[src/rtl/xp_pkg.sv]
package xp_pkg;
   localparam int BYTE_W = 8;
   localparam logic [BYTE_W-1:0] LAST_CMD = 8'h03;

   typedef enum logic [1:0] {
      SEL_LEVEL = 2'd0,
      SEL_DRIVE = 2'd1,
      SEL_FLIP  = 2'd2,
      SEL_DIR   = 2'd3
   } sel_t;

   typedef enum logic [2:0] {
      LK_IDLE,
      LK_ADDR,
      LK_CMD,
      LK_WDAT,
      LK_ACK,
      LK_TX,
      LK_RACK
   } lk_state_t;
endpackage

[src/rtl/xp_sync.sv]
module xp_sync #(
   parameter int            W       = 1,
   parameter int            STAGES  = 2,
   parameter logic [W-1:0]  RST_VAL = '0
) (
   input  logic         clk,
   input  logic         rst_n,
   input  logic [W-1:0] d,
   output logic [W-1:0] q
);
   logic [STAGES-1:0][W-1:0] chain;

   initial begin
      assert (STAGES >= 2) else $error("xp_sync: STAGES must be at least 2");
      assert (W >= 1) else $error("xp_sync: W must be positive");
   end

   always_ff @(posedge clk or negedge rst_n) begin
      if (!rst_n) chain <= {STAGES{RST_VAL}};
      else        chain <= {chain[STAGES-2:0], d};
   end

   assign q = chain[STAGES-1];
endmodule

[src/rtl/xp_bus_events.sv]
module xp_bus_events (
   input  logic clk,
   input  logic rst_n,
   input  logic scl_s,
   input  logic sda_s,
   output logic scl_rise,
   output logic scl_fall,
   output logic start_ev,
   output logic stop_ev
);
   logic scl_q, sda_q;

   always_ff @(posedge clk or negedge rst_n) begin
      if (!rst_n) begin
         scl_q <= 1'b1;
         sda_q <= 1'b1;
      end else begin
         scl_q <= scl_s;
         sda_q <= sda_s;
      end
   end

   assign scl_rise = scl_s & ~scl_q;
   assign scl_fall = ~scl_s & scl_q;
   assign start_ev = scl_s & scl_q & sda_q & ~sda_s;
   assign stop_ev  = scl_s & scl_q & ~sda_q & sda_s;
endmodule

[src/rtl/xp_link.sv]
module xp_link
   import xp_pkg::*;
#(
   parameter logic [6:0] DEV_ADDR = 7'h27
) (
   input  logic              clk,
   input  logic              rst_n,
   input  logic              scl_s,
   input  logic              sda_s,
   input  logic              scl_rise,
   input  logic              scl_fall,
   input  logic              start_ev,
   input  logic              stop_ev,
   input  logic [BYTE_W-1:0] rd_data,
   output sel_t              sel,
   output logic              wr_en,
   output logic [BYTE_W-1:0] wr_data,
   output logic              sda_pull
);
   lk_state_t         state, after;
   logic [3:0]        bitcnt;
   logic [BYTE_W-1:0] sr, tx;
   logic              pull, more;
   sel_t              sel_q;
   logic              wr_en_q;
   logic [BYTE_W-1:0] wr_data_q;

   logic byte_done, addr_hit, cmd_ok, in_byte;
   assign byte_done = scl_fall && (bitcnt == 4'd8);
   assign in_byte   = scl_rise && (bitcnt < 4'd8);
   assign addr_hit  = (sr[7:1] == DEV_ADDR);
   assign cmd_ok    = (sr <= LAST_CMD);

   always_ff @(posedge clk or negedge rst_n) begin
      if (!rst_n) begin
         state     <= LK_IDLE;
         after     <= LK_IDLE;
         bitcnt    <= '0;
         sr        <= '0;
         tx        <= '0;
         pull      <= 1'b0;
         more      <= 1'b0;
         sel_q     <= SEL_LEVEL;
         wr_en_q   <= 1'b0;
         wr_data_q <= '0;
      end else begin
         wr_en_q <= 1'b0;
         if (start_ev) begin
            state  <= LK_ADDR;
            bitcnt <= '0;
            pull   <= 1'b0;
         end else if (stop_ev) begin
            state <= LK_IDLE;
            pull  <= 1'b0;
         end else begin
            case (state)
               LK_ADDR, LK_CMD, LK_WDAT: begin
                  if (in_byte) begin
                     sr     <= {sr[BYTE_W-2:0], sda_s};
                     bitcnt <= bitcnt + 4'd1;
                  end else if (byte_done) begin
                     if (state == LK_ADDR) begin
                        if (addr_hit) begin
                           pull  <= 1'b1;
                           state <= LK_ACK;
                           after <= sr[0] ? LK_TX : LK_CMD;
                        end else begin
                           state <= LK_IDLE;
                        end
                     end else if (state == LK_CMD) begin
                        if (cmd_ok) begin
                           pull  <= 1'b1;
                           sel_q <= sel_t'(sr[1:0]);
                           state <= LK_ACK;
                           after <= LK_WDAT;
                        end else begin
                           state <= LK_IDLE;
                        end
                     end else begin
                        pull      <= 1'b1;
                        wr_en_q   <= 1'b1;
                        wr_data_q <= sr;
                        state     <= LK_ACK;
                        after     <= LK_WDAT;
                     end
                  end
               end
               LK_ACK: begin
                  if (scl_fall) begin
                     bitcnt <= '0;
                     state  <= after;
                     if (after == LK_TX) begin
                        tx   <= rd_data;
                        pull <= ~rd_data[BYTE_W-1];
                     end else begin
                        pull <= 1'b0;
                     end
                  end
               end
               LK_TX: begin
                  if (scl_rise) begin
                     bitcnt <= bitcnt + 4'd1;
                  end else if (scl_fall) begin
                     if (bitcnt == 4'd8) begin
                        pull  <= 1'b0;
                        state <= LK_RACK;
                     end else begin
                        tx   <= {tx[BYTE_W-2:0], 1'b0};
                        pull <= ~tx[BYTE_W-2];
                     end
                  end
               end
               LK_RACK: begin
                  if (scl_rise) begin
                     more <= ~sda_s;
                  end else if (scl_fall) begin
                     if (more) begin
                        tx     <= rd_data;
                        pull   <= ~rd_data[BYTE_W-1];
                        bitcnt <= '0;
                        state  <= LK_TX;
                     end else begin
                        state <= LK_IDLE;
                     end
                  end
               end
               default: ;
            endcase
         end
      end
   end

   assign sel      = sel_q;
   assign wr_en    = wr_en_q;
   assign wr_data  = wr_data_q;
   assign sda_pull = pull;


   pull_scl_low_chk: assert property (@(posedge clk) disable iff (!rst_n)
      ($changed(pull) && !$past(start_ev || stop_ev)) |-> !$past(scl_s));


   bad_cmd_nack_chk: assert property (@(posedge clk) disable iff (!rst_n)
      (state == LK_CMD && byte_done && !cmd_ok && !start_ev && !stop_ev)
      |=> (!pull && state == LK_IDLE));


   idle_quiet_chk: assert property (@(posedge clk) disable iff (!rst_n)
      (state == LK_IDLE) |-> (!pull && !wr_en_q));
endmodule

[src/rtl/xp_regs.sv]
module xp_regs
   import xp_pkg::*;
#(
   parameter int                NPINS   = 8,
   parameter int                STAGES  = 2,
   parameter logic [NPINS-1:0]  OUT_RST = '1,
   parameter logic [NPINS-1:0]  POL_RST = '0,
   parameter logic [NPINS-1:0]  DIR_RST = '1
) (
   input  logic              clk,
   input  logic              rst_n,
   input  logic [NPINS-1:0]  pin_i,
   input  sel_t              sel,
   input  logic              wr_en,
   input  logic [BYTE_W-1:0] wr_data,
   output logic [BYTE_W-1:0] rd_data,
   output logic [NPINS-1:0]  pin_oe_o,
   output logic [NPINS-1:0]  pin_do_o
);
   logic [NPINS-1:0] out_q, pol_q, dir_q, pin_s;

   initial begin
      assert (NPINS >= 1 && NPINS <= BYTE_W) else $error("xp_regs: NPINS out of range");
   end

   xp_sync #(.W(NPINS), .STAGES(STAGES), .RST_VAL('0)) u_pin_sync (
      .clk   (clk),
      .rst_n (rst_n),
      .d     (pin_i),
      .q     (pin_s)
   );

   always_ff @(posedge clk or negedge rst_n) begin
      if (!rst_n) begin
         out_q <= OUT_RST;
         pol_q <= POL_RST;
         dir_q <= DIR_RST;
      end else if (wr_en) begin
         case (sel)
            SEL_DRIVE: out_q <= wr_data[NPINS-1:0];
            SEL_FLIP:  pol_q <= wr_data[NPINS-1:0];
            SEL_DIR:   dir_q <= wr_data[NPINS-1:0];
            default:   ;
         endcase
      end
   end

   always_comb begin
      rd_data = '0;
      case (sel)
         SEL_LEVEL: rd_data[NPINS-1:0] = pin_s ^ pol_q;
         SEL_DRIVE: rd_data[NPINS-1:0] = out_q;
         SEL_FLIP:  rd_data[NPINS-1:0] = pol_q;
         default:   rd_data[NPINS-1:0] = dir_q;
      endcase
   end

   generate
      for (genvar p = 0; p < NPINS; p++) begin : g_pin
         assign pin_oe_o[p] = ~dir_q[p];
         assign pin_do_o[p] = out_q[p] ^ pol_q[p];
      end
   endgenerate


   level_write_ignored_chk: assert property (@(posedge clk) disable iff (!rst_n)
      (wr_en && sel == SEL_LEVEL) |=> $stable({out_q, pol_q, dir_q}));


   drive_write_lands_chk: assert property (@(posedge clk) disable iff (!rst_n)
      (wr_en && sel == SEL_DRIVE) |=> (out_q == $past(wr_data[NPINS-1:0])));
endmodule

[src/rtl/pin_expander_i2c.sv]
module pin_expander_i2c
   import xp_pkg::*;
#(
   parameter logic [6:0]        DEV_ADDR    = 7'h27,
   parameter int                NPINS       = 8,
   parameter int                SYNC_STAGES = 2,
   parameter logic [NPINS-1:0]  OUT_RST     = '1,
   parameter logic [NPINS-1:0]  POL_RST     = '0,
   parameter logic [NPINS-1:0]  DIR_RST     = '1
) (
   input  logic             clk,
   input  logic             rst_n,
   input  logic             scl_i,
   input  logic             sda_i,
   output logic             sda_pull_o,
   input  logic [NPINS-1:0] pin_i,
   output logic [NPINS-1:0] pin_oe_o,
   output logic [NPINS-1:0] pin_do_o
);
   logic [1:0]        bus_s;
   logic              scl_rise, scl_fall, start_ev, stop_ev;
   logic [BYTE_W-1:0] rd_data, wr_data;
   logic              wr_en;
   sel_t              sel;

   xp_sync #(.W(2), .STAGES(SYNC_STAGES), .RST_VAL(2'b11)) u_bus_sync (
      .clk   (clk),
      .rst_n (rst_n),
      .d     ({scl_i, sda_i}),
      .q     (bus_s)
   );

   xp_bus_events u_events (
      .clk      (clk),
      .rst_n    (rst_n),
      .scl_s    (bus_s[1]),
      .sda_s    (bus_s[0]),
      .scl_rise (scl_rise),
      .scl_fall (scl_fall),
      .start_ev (start_ev),
      .stop_ev  (stop_ev)
   );

   xp_link #(.DEV_ADDR(DEV_ADDR)) u_link (
      .clk      (clk),
      .rst_n    (rst_n),
      .scl_s    (bus_s[1]),
      .sda_s    (bus_s[0]),
      .scl_rise (scl_rise),
      .scl_fall (scl_fall),
      .start_ev (start_ev),
      .stop_ev  (stop_ev),
      .rd_data  (rd_data),
      .sel      (sel),
      .wr_en    (wr_en),
      .wr_data  (wr_data),
      .sda_pull (sda_pull_o)
   );

   xp_regs #(
      .NPINS   (NPINS),
      .STAGES  (SYNC_STAGES),
      .OUT_RST (OUT_RST),
      .POL_RST (POL_RST),
      .DIR_RST (DIR_RST)
   ) u_regs (
      .clk      (clk),
      .rst_n    (rst_n),
      .pin_i    (pin_i),
      .sel      (sel),
      .wr_en    (wr_en),
      .wr_data  (wr_data),
      .rd_data  (rd_data),
      .pin_oe_o (pin_oe_o),
      .pin_do_o (pin_do_o)
   );
endmodule

[config.mk]
export PLATFORM = sky130hd
export DESIGN_NAME = pin_expander_i2c
export DESIGN_NICKNAME = d
export VERILOG_FILES = /design/src/rtl/xp_pkg.sv /design/src/rtl/xp_sync.sv /design/src/rtl/xp_bus_events.sv /design/src/rtl/xp_link.sv /design/src/rtl/xp_regs.sv /design/src/rtl/pin_expander_i2c.sv
export SDC_FILE = /design/constraint.sdc
export NUM_CORES = 1
export LEC_CHECK = 0
export ABC_AREA = 1
export BUFFER_PORTS_ARGS = -buffer_cell sky130_fd_sc_hd__buf_4
export CAP_MARGIN = 15
export CORE_ASPECT_RATIO = 0.7
export CORE_MARGIN = 8
export CORE_UTILIZATION = 54
export CTS_CLUSTER_SIZE = 12
export DETAILED_ROUTE_END_ITERATION = 12
export GPL_TIMING_DRIVEN = 0
export PLACE_DENSITY = 0.82
export SKIP_CTS_REPAIR_TIMING = 1
export SYNTH_ARGS = -nofsm -noshare
export SYNTH_HDL_FRONTEND = slang
export SYNTH_SLANG_ARGS = --single-unit
[constraint.sdc]
create_clock -name clk -period 1.5 [get_ports clk]
set_input_delay 0.075 -clock clk [delete_from_list [all_inputs] [get_ports clk]]
set_output_delay 0.075 -clock clk [all_outputs]
set_load 0.02 [all_outputs]
### After elaboration in Yosys (flattened, before gate mapping)

Cells that the tools add are included.

| storage, ports and cells | value |
|---|---|
| bits in registers | 84 |
| latch bits | 0 |
| RAM bits | 0 |
| memory bits (read-only) | 0 |
| input bits | 12 |
| output and inout bits | 17 |
| word-level logic and storage cells | 180 |
| memories | 0 |

| cells by class | value |
|---|---|
| $add $sub $neg | 1 |
| multiply operators | 0 |
| divide/modulo/power cells | 0 |
| order comparisons | 2 |
| eq/ne operators | 40 |
| shifts and indexed selects | 0 |
| mux-type cells | 64 |
| bitwise operators | 35 |
| reductions and logical operators | 19 |

Operator list:

| kind | number |
|---|---|
| $mux 3 | 20 |
| $mux 7 | 8 |
| $mux 4 | 8 |
| $ne 4x3->1 const B | 6 |
| $pmux 8 s3 | 1 |
| $mux 1 | 23 |
| $reduce_and 11->1 | 2 |
| $pmux 7 s3 | 1 |
| $not 1->1 | 19 |
| $pmux 4 s4 | 1 |
| $reduce_and 8->1 | 2 |
| $ne 3x2->1 const B | 5 |
| $reduce_and 7->1 | 2 |
| $eq 3x3->1 const B | 4 |
| $ne 2x1->1 const B | 6 |
| $ne 4x4->1 const B | 3 |
| $pmux 3 s4 | 1 |
| $reduce_and 9->1 | 1 |
| $le 8x2->1 const B | 1 |
| $ne 2x2->1 const B | 4 |
| $reduce_and 4->1 | 2 |
| $xor 1x1->1 | 8 |
| $xor 8x8->8 | 1 |
| $and 1x1->1 | 7 |
| 20 further kinds | 25 |

### Logic depth before layout (Yosys ltp)

Gate-level depths: netlist of the first run.

| logic depth | value |
|---|---|
| depth in word-level cells | 9 |
| gate-level depth with buffers | 12 |
| mapped depth without buffers | 11 |

### Modules after synthesis

Synthesis of the first run repeated with hierarchy kept, for this count alone.

| unflattened totals | value |
|---|---|
| cell total of the unflattened synthesis | 532 |
| area, all modules | 4630.7 um^2 |

Modules (own cells, without submodules):

| module | times used | cells an instance | area each (um^2) | seq. area each (um^2) |
|---|---|---|---|---|
| xp_link | 1 | 292 | 2401.1 | 950.9 |
| xp_regs | 1 | 197 | 1555.2 | 620.6 |
| xp_sync (u_regs.u_pin_sync) | 1 | 24 | 460.4 | 400.4 |
| xp_sync (u_bus_sync) | 1 | 6 | 120.1 | 105.1 |
| xp_bus_events | 1 | 13 | 93.8 | 52.6 |

### Worst setup path after synthesis of the first run

Ideal clock, no wire load.

| path | value |
|---|---|
| kind | reg-to-reg |
| start point | register u_link.bitcnt[0] |
| end point | register u_link.wr_data_q[6], in the netlist u_link.wr_data[6] |
| setup time | 126 ps |
| data arrival time | 1367 ps |
| required time | 1374 ps |
| path slack | 7 ps |
| stages on the path, launching flop included | 11 |
| buffers on the path | 1 |
| clock period less this slack | 1493 ps |
| path through | dfrtp_1 > inv_1 > ha_1 > nand2_1 > nor2_2 > nand2_1 > inv_1 > nand4_4 > buf_2 > nand2_1 > o21ai_0 |

| between the ends | value |
|---|---|
| cells in the longest elaborated chain, start to end | 4 |
| elaborated cells on any way between the ends | 6 |
| those cells by class | order compare (1); eq/ne (1); bitwise (1); reduce/logical (3) |

Ends and longest elaborated chain:

| item | RTL line | text |
|---|---|---|
| start: declaration | xp_link.sv:21 | `logic [3:0] bitcnt;` |
| start signal: assignment | xp_link.sv:60 | `bitcnt <= bitcnt + 4'd1;` |
| start signal: assignment | xp_link.sv:102 | `bitcnt <= bitcnt + 4'd1;` |
| $lt 4x4->1 | xp_link.sv:30 | `assign in_byte = scl_rise && (bitcnt < 4'd8);` |
| $logic_and 1x1->1 | xp_link.sv:30 |  |
| $not 1->1 (no source line) | n/a |  |
| $reduce_and 7->1 (no source line) * | n/a |  |
| end signal: assignment | xp_link.sv:82 | `wr_data_q <= sr;` |
| end: declaration | xp_link.sv:26 | `logic [BYTE_W-1:0] wr_data_q;` |

Every way passes the cells marked *; elsewhere a longest branch is shown, timed or not.
A chain may end at the register's enable or synchronous reset.

### Worst setup path after layout of the first run

| path | value |
|---|---|
| start point | register u_link.bitcnt[0] |
| end point | register u_link.wr_data_q[1], in the netlist u_link.wr_data[1] |

Same word-level chain as after synthesis.

==> results.cfg, run 1 <==
[synthesis]
yosysMostFrequentCell = nand2_1
synth-simple-area-share_pct = 29.8
synth_commonest_cells = nand2_1, dfrtp_1, o21ai_0
seq_area_frac_synth_pct = 53.0
synth_top_family_by_area = simple AND/OR/NAND/NOR gates
postSynthAreaPerCell_sq_um = 8.39
synth_area_sq_um = 4020
synthAdderAreaFrac_pct = 0.623
syn_inst = 479
synth_top_cell_by_area = dfrtp_1
synthFlopType = dfrtp_1
yosysUniqueCellTypes = 36
ys.warnings.count = 0
ys_ff_latch = 84
synth_xor_area_share_pct = 2.18
synth-edff-count = 0
yosys.area.top_type_share_pct = 38.6
synthTopCellsByArea = dfrtp_1, nand2_1, dfstp_2, o21ai_0, inv_1
ys_async_sr_fraction_pct = 100
synth_compound_area_share_pct = 8.03
synthMuxAreaShare_pct = 0
syn_nets = 493

[global_routing]
grt_pass1_vias = 3050
gr-total-overflow = 0
grt_usage_pct = 17.8
grt_pass1_wl_mm = 14.9
grt_max_degree = 85
antenna_found_initial = 0

[sta]
max_slew_margin_pct = 31.7
max_freq_mhz = 600
finalCritPeriodShare_pct = 111
final.setup.worst_slack_ns = -0.168
drv_slew = 0
rsz0062_at_grt = true
min_period_ns = 1.67
hold_violations = 0
skew_ns = 0.00855
tightest_slew_ns = 1.02
finalSetupViolations = 28

[setup_path]
crit_path_end_kind = register
worstPathMaxFanout = 8
path_cells = inv_2, ha_4, nand2_4, nor2_4, nand2_4, inv_4, nand4_4, buf_6, o21ai_1
slowest_delay_ns = 0.45
cp.arrival_ns = 1.95
crit_required_ns = 1.78
start_kind = register
slowest_stage = dfrtp_2
critPathKind = register to register
path_common_cell = nand2_4

[die]
core-area_sq_um = 7250
fp.dieH_um = 88.2
num_rows = 26
ioPinCount = 29
dieArea_sq_um = 10500
initial_core_util_pct = 55.4
die_x_um = 119

[finish]
seq_area_sq_um = 2130
multi_input_area_sq_um = 1860
diodes = 0
fin_nets = 563
area_growth_pct = 27.5
num-fill-cells = 473
layout-drive-gt1-share_pct = 32.9
final_util_pct = 70.6

[clock_network]
cts_buffer_depth = 2
cts-buffers-inserted = 9
h-tree-depth = 3
insertion_delay_ns = 0.36
clockRootBuffer = clkbuf_8
cts_sinks = 84
clkSlewWorstSetupHoldPaths_ns = 0.09
cts_tree = done

[run]
maxCapViolCount = 0

[routing]
detail-route-antenna-nets = 0
dr.pass1.iters = 7
via_count = 3575
drc_errors = 0
wl_per_cell_um = 15.9
viasPerCell = 5.48
drt_iter0_markers = 419
routed_wl_mm = 10.4

[placement]
hpwl_mm = 6.19
gp_congestion = 0.869
port_buffers = 28

[power]
total_power_uw = 6680
ir_drop_v = 0.000620
p_per_area_nw_per_um2 = 1300
p_leak_uw = 0.00245

[worst_hold_path]
hp-class = primary input to register

[status]
outcome = complete, but fails checks
violations = setup timing
## critical path, delay by kind of cell, from the launching register on
family                   cells  cell delay [ns]
buffers and inverters        3             0.35
flip-flops                   1             0.45
AND/OR/NAND/NOR              4             0.51
adder cells (fa/ha/maj)      1             0.13
AO/OA/AOI/OAI                1             0.15
## cell type report
cell class / instances / share of cell area, %
Clock buffer: 11 / 2.96
Multi-Input combinational cell: 334 / 36.3
Buffer: 5 / 0.855
Inverter: 55 / 4.45
Clock inverter: 5 / 1.32
Tap cell: 98 / 2.39
Sequential cell: 84 / 41.7
Timing Repair Buffer: 60 / 10.0
## worst paths after layout
path                                       startpoint                          to  slack, ns  cells after the start
setup / recovery                     u_link.bitcnt[0]           u_link.wr_data[1]      -0.17                      9
hold / removal                               pin_i[4]  u_regs.u_pin_sync.chain[4]       0.35                      2
setup reg to reg                     u_link.bitcnt[0]           u_link.wr_data[1]      -0.17                      9
hold reg to reg            u_regs.u_pin_sync.chain[5]      u_regs.u_pin_sync.q[5]       0.35                      0
max in group asynchronous                       rst_n             u_link.state[2]       0.34                      2
min in group asynchronous                       rst_n      u_regs.u_pin_sync.q[6]       0.43                      2
## metal layers
layer  wire length [um]  share of wire, %  track usage (%)
met1               4390                42             24.3
met4                324               3.1             7.09
met2               4780                46             25.8
met3                861               8.3             5.41
met5                  0                 0                0
## through the flow
step / setup TNS, ns / instance area [sq um] / hold WS, ns / instances / setup slack, ns
finish: -2.14 / 5120 / 0.347 / 652 / -0.168
global route: -5.60 / 5120 / 0.342 / 652 / -0.338
CTS: -9.57 / 4570 / -0.195 / 621 / -0.295
detailed placement: -7.92 / 4350 / 0.185 / 605 / -0.280
global placement: -5.58 / 4350 / 0.183 / 605 / -0.230
floorplan: 0 / 4020 / -0.221 / 479 / 0.00707
## cell families after synthesis
family	after synthesis
buffers and inverters	62
adders and majority gates	2
AOI/OAI and AO/OA	60
xor gates and xnor gates	10
and+or+nand+nor	261
DFF	84
## report_power, final
part	leakage [uW]	internal, uW	total, uW	switching [uW]
clock	0.000112	884	1760	878
combinational	0.00130	832	2200	1370
sequential	0.00103	2510	2720	210
## layout by cell type, fill, tap and decap left out, types with 4 or more instances in the layout
master,instances
nor2_4,12
o21ai_0,40
or2_2,7
nand4_1,6
o21ai_1,10
clkbuf_8,11
nand2_2,21
nand2_1,145
inv_4,6
buf_4,44
nor2_1,18
nand3_2,4
nand2_4,12
dfrtp_1,58
xor2_1,9
dfrtp_2,4
o21ai_2,5
inv_1,41
nand3_1,26
buf_6,6
dlygate4sd3_1,11
inv_2,6
dfstp_2,22
## registers in the layout, summed over array words and instances, names as in the netlist, 2 cells and up
| register | cells |
|---|---|
| u_bus_sync.chain | 2 |
| u_bus_sync.q | 2 |
| u_link.after | 3 |
| u_link.bitcnt | 4 |
| u_link.sel | 2 |
| u_link.sr | 8 |
| u_link.state | 3 |
| u_link.tx | 7 |
| u_link.wr_data | 8 |
| u_regs.dir_q | 8 |
| u_regs.out_q | 8 |
| u_regs.pol_q | 8 |
| u_regs.u_pin_sync.chain | 8 |
| u_regs.u_pin_sync.q | 8 |
No activity file was read; power rests on OpenSTA's default activity.
==> inputs of run 2 (changes only) <==
--- a/config.mk
+++ b/config.mk
@@ -8,7 +8,7 @@
 export ABC_AREA = 1
 export BUFFER_PORTS_ARGS = -buffer_cell sky130_fd_sc_hd__buf_4
 export CAP_MARGIN = 15
-export CORE_ASPECT_RATIO = 0.7
+export CORE_ASPECT_RATIO = 1.75
 export CORE_MARGIN = 8
 export CORE_UTILIZATION = 54
 export CTS_CLUSTER_SIZE = 12
==> constraint.sdc (replaced) <==
create_clock -name clk -period 1.43 [get_ports clk]
set_input_delay 0.0715 -clock clk [delete_from_list [all_inputs] [get_ports clk]]
set_output_delay 0.0715 -clock clk [all_outputs]
set_load 0.02 [all_outputs]
==> run 2 against run 1 <==
Compared with the run above:
- sequential power up 4%
- largest power group unchanged
- sequential share of layout area down 0.12 points
- routed wire length decreased by 6.8%
- the flow still finishes with violations (setup timing)
- flip-flop and latch count stayed put
- largest cell class unchanged
- first-iteration DRC count down 25%
==> results.cfg, run 2 (synthesized netlist as in run 1, its figures left out) <==
[sta]
max_freq_mhz = 617
hold_violations = 0
drv_slew = 0
hold_slack_ns = 0.343
rsz0062_at_grt = true
finalSetupViolations = 37
setup_tns_ns = -4.33
skew_ns = 0.00451
final.setup.worst_slack_ns = -0.190
finalCritPeriodShare_pct = 113
min_period_ns = 1.62
tightest_slew_ns = 1.03
max_slew_margin_pct = 31.5

[clock_network]
cts-buffers-inserted = 9
insertion_delay_ns = 0.34
cts_sinks = 84
cts_buffer_depth = 2
h-tree-depth = 3
cts_tree = done
clkSlewWorstSetupHoldPaths_ns = 0.06
clockRootBuffer = clkbuf_16

[die]
fp.dieH_um = 130
dieArea_sq_um = 10600
core-area_sq_um = 7230
num_rows = 41
initial_core_util_pct = 55.5
die_x_um = 81.2
ioPinCount = 29

[finish]
num-fill-cells = 511
fin_nets = 562
multi_input_area_sq_um = 1820
mostFrequentLayoutCells = nand2_1, dfrtp_1, buf_4
fin_area_sq_um = 5130
layout-drive-gt1-share_pct = 30.7
diodes = 0
final_common_cell = nand2_1
seq_area_sq_um = 2130
area_growth_pct = 27.8

[worst_hold_path]
hp-start = u_regs.u_pin_sync.chain[7]
hp-class = register to register

[power]
p_per_area_nw_per_um2 = 1430
sw_frac_of_total_pct = 33.0
power_frac_clock_pct = 33.2
internal_power_uw = 4940
switchingPower_uw = 2430
p_comb_share_pct = 28.4
seqPwrFrac_pct = 38.3
ir_drop_v = 0.00125
total_power_uw = 7370
p_leak_uw = 0.00246

[global_routing]
antenna_found_initial = 0
gr-total-overflow = 0
grt_pass1_vias = 3237
grt_usage_pct = 18.1
grt_max_degree = 85
grt_pass1_wl_mm = 14.6

[placement]
hpwl_mm = 6.36
placed_area_sq_um = 4360
gp_congestion = 0.888
port_buffers = 28

[routing]
routed_wl_mm = 9.65
drc_errors = 0
viasPerCell = 5.41
dr.pass1.iters = 5
via_count = 3457
drt_iter0_markers = 313
detail-route-antenna-nets = 0
wl_per_cell_um = 15.1

[setup_path]
slowest_stage = dfrtp_1
setup.worst_path.end = u_link.wr_data[0]
slowest_delay_ns = 0.42
r2r-end = u_link.wr_data[0]
path_cells = inv_1, ha_2, nand2_2, nor2_4, nand2_4, inv_2, nand4_4, buf_4, nand2_1, o21ai_1
cp_top_family = simple AND/OR/NAND/NOR gates
r2r-start = u_link.bitcnt[1]
rrSetupSlack_ns = -0.19
cp.arrival_ns = 1.85
crit_buf_inv = 3
worstPathMaxFanout = 8
start_kind = register
critPathKind = register to register
crit_required_ns = 1.66
crit_path_end_kind = register
worstSetupPathDepth = 10
startpoint = u_link.bitcnt[1]
reg2reg_depth = 10

[status]
outcome = complete, but fails checks
violations = setup timing

[run]
maxCapViolCount = 0
[run 2: worst min path at each step]
stage	to	slack (ns)	cells past startpoint
after floorplan	u_link.after[0]	-0.22	0
after global placement	u_bus_sync.chain[0]	0.18	1
after detailed placement	u_bus_sync.chain[0]	0.18	1
after CTS	u_regs.u_pin_sync.chain[3]	-0.17	1
after global routing	u_regs.u_pin_sync.q[7]	0.35	0
final	u_regs.u_pin_sync.q[7]	0.34	0
[run 2: layer usage]
metal	vias to the layer above	global-route usage (%)	wire [um]
met5	-	0	0
met4	0	11.5	420
met1	1655	18.0	3450
li1	1652	-	-
met2	117	32.4	5330
met3	33	4.34	455
[run 2: area by class of cell]
cell class	count	area share, %
plain buffers	5	0.902
multi-input cells	334	35.5
clock buffers	10	4.46
well taps	86	2.10
flip-flops and latches	84	41.6
repair buffers	59	9.55
clock inverters	6	1.73
inverters	55	4.17
[run 2: power by group through the flow]
stage               registers (uW)  logic [uW]  clock network, uW
floorplan                     2810        1350                  0
global placement              2840        1640                  0
detailed placement            2850        1710                  0
CTS                           2810        1720               2480
global route                  2850        2310               2610
finish                        2820        2090               2450
[run 2: worst reg2reg max path, cell delays in order, from the launching register on]
cell,delay [ns]
dfrtp_1,0.42
inv_1,0.08
ha_2,0.18
nand2_2,0.06
nor2_4,0.16
nand2_4,0.09
inv_2,0.07
nand4_4,0.14
buf_4,0.19
nand2_1,0.05
o21ai_1,0.06
[run 2: per-stage QoR]
step	utilization, %	cells	setup slack, ns
final	71.0	639	-0.190
after detailed placement	60.2	593	-0.299
after global routing	71.0	639	-0.293
after global placement	60.2	593	-0.252
after floorplan	-	479	-0.0243
after CTS	64.6	609	-0.300
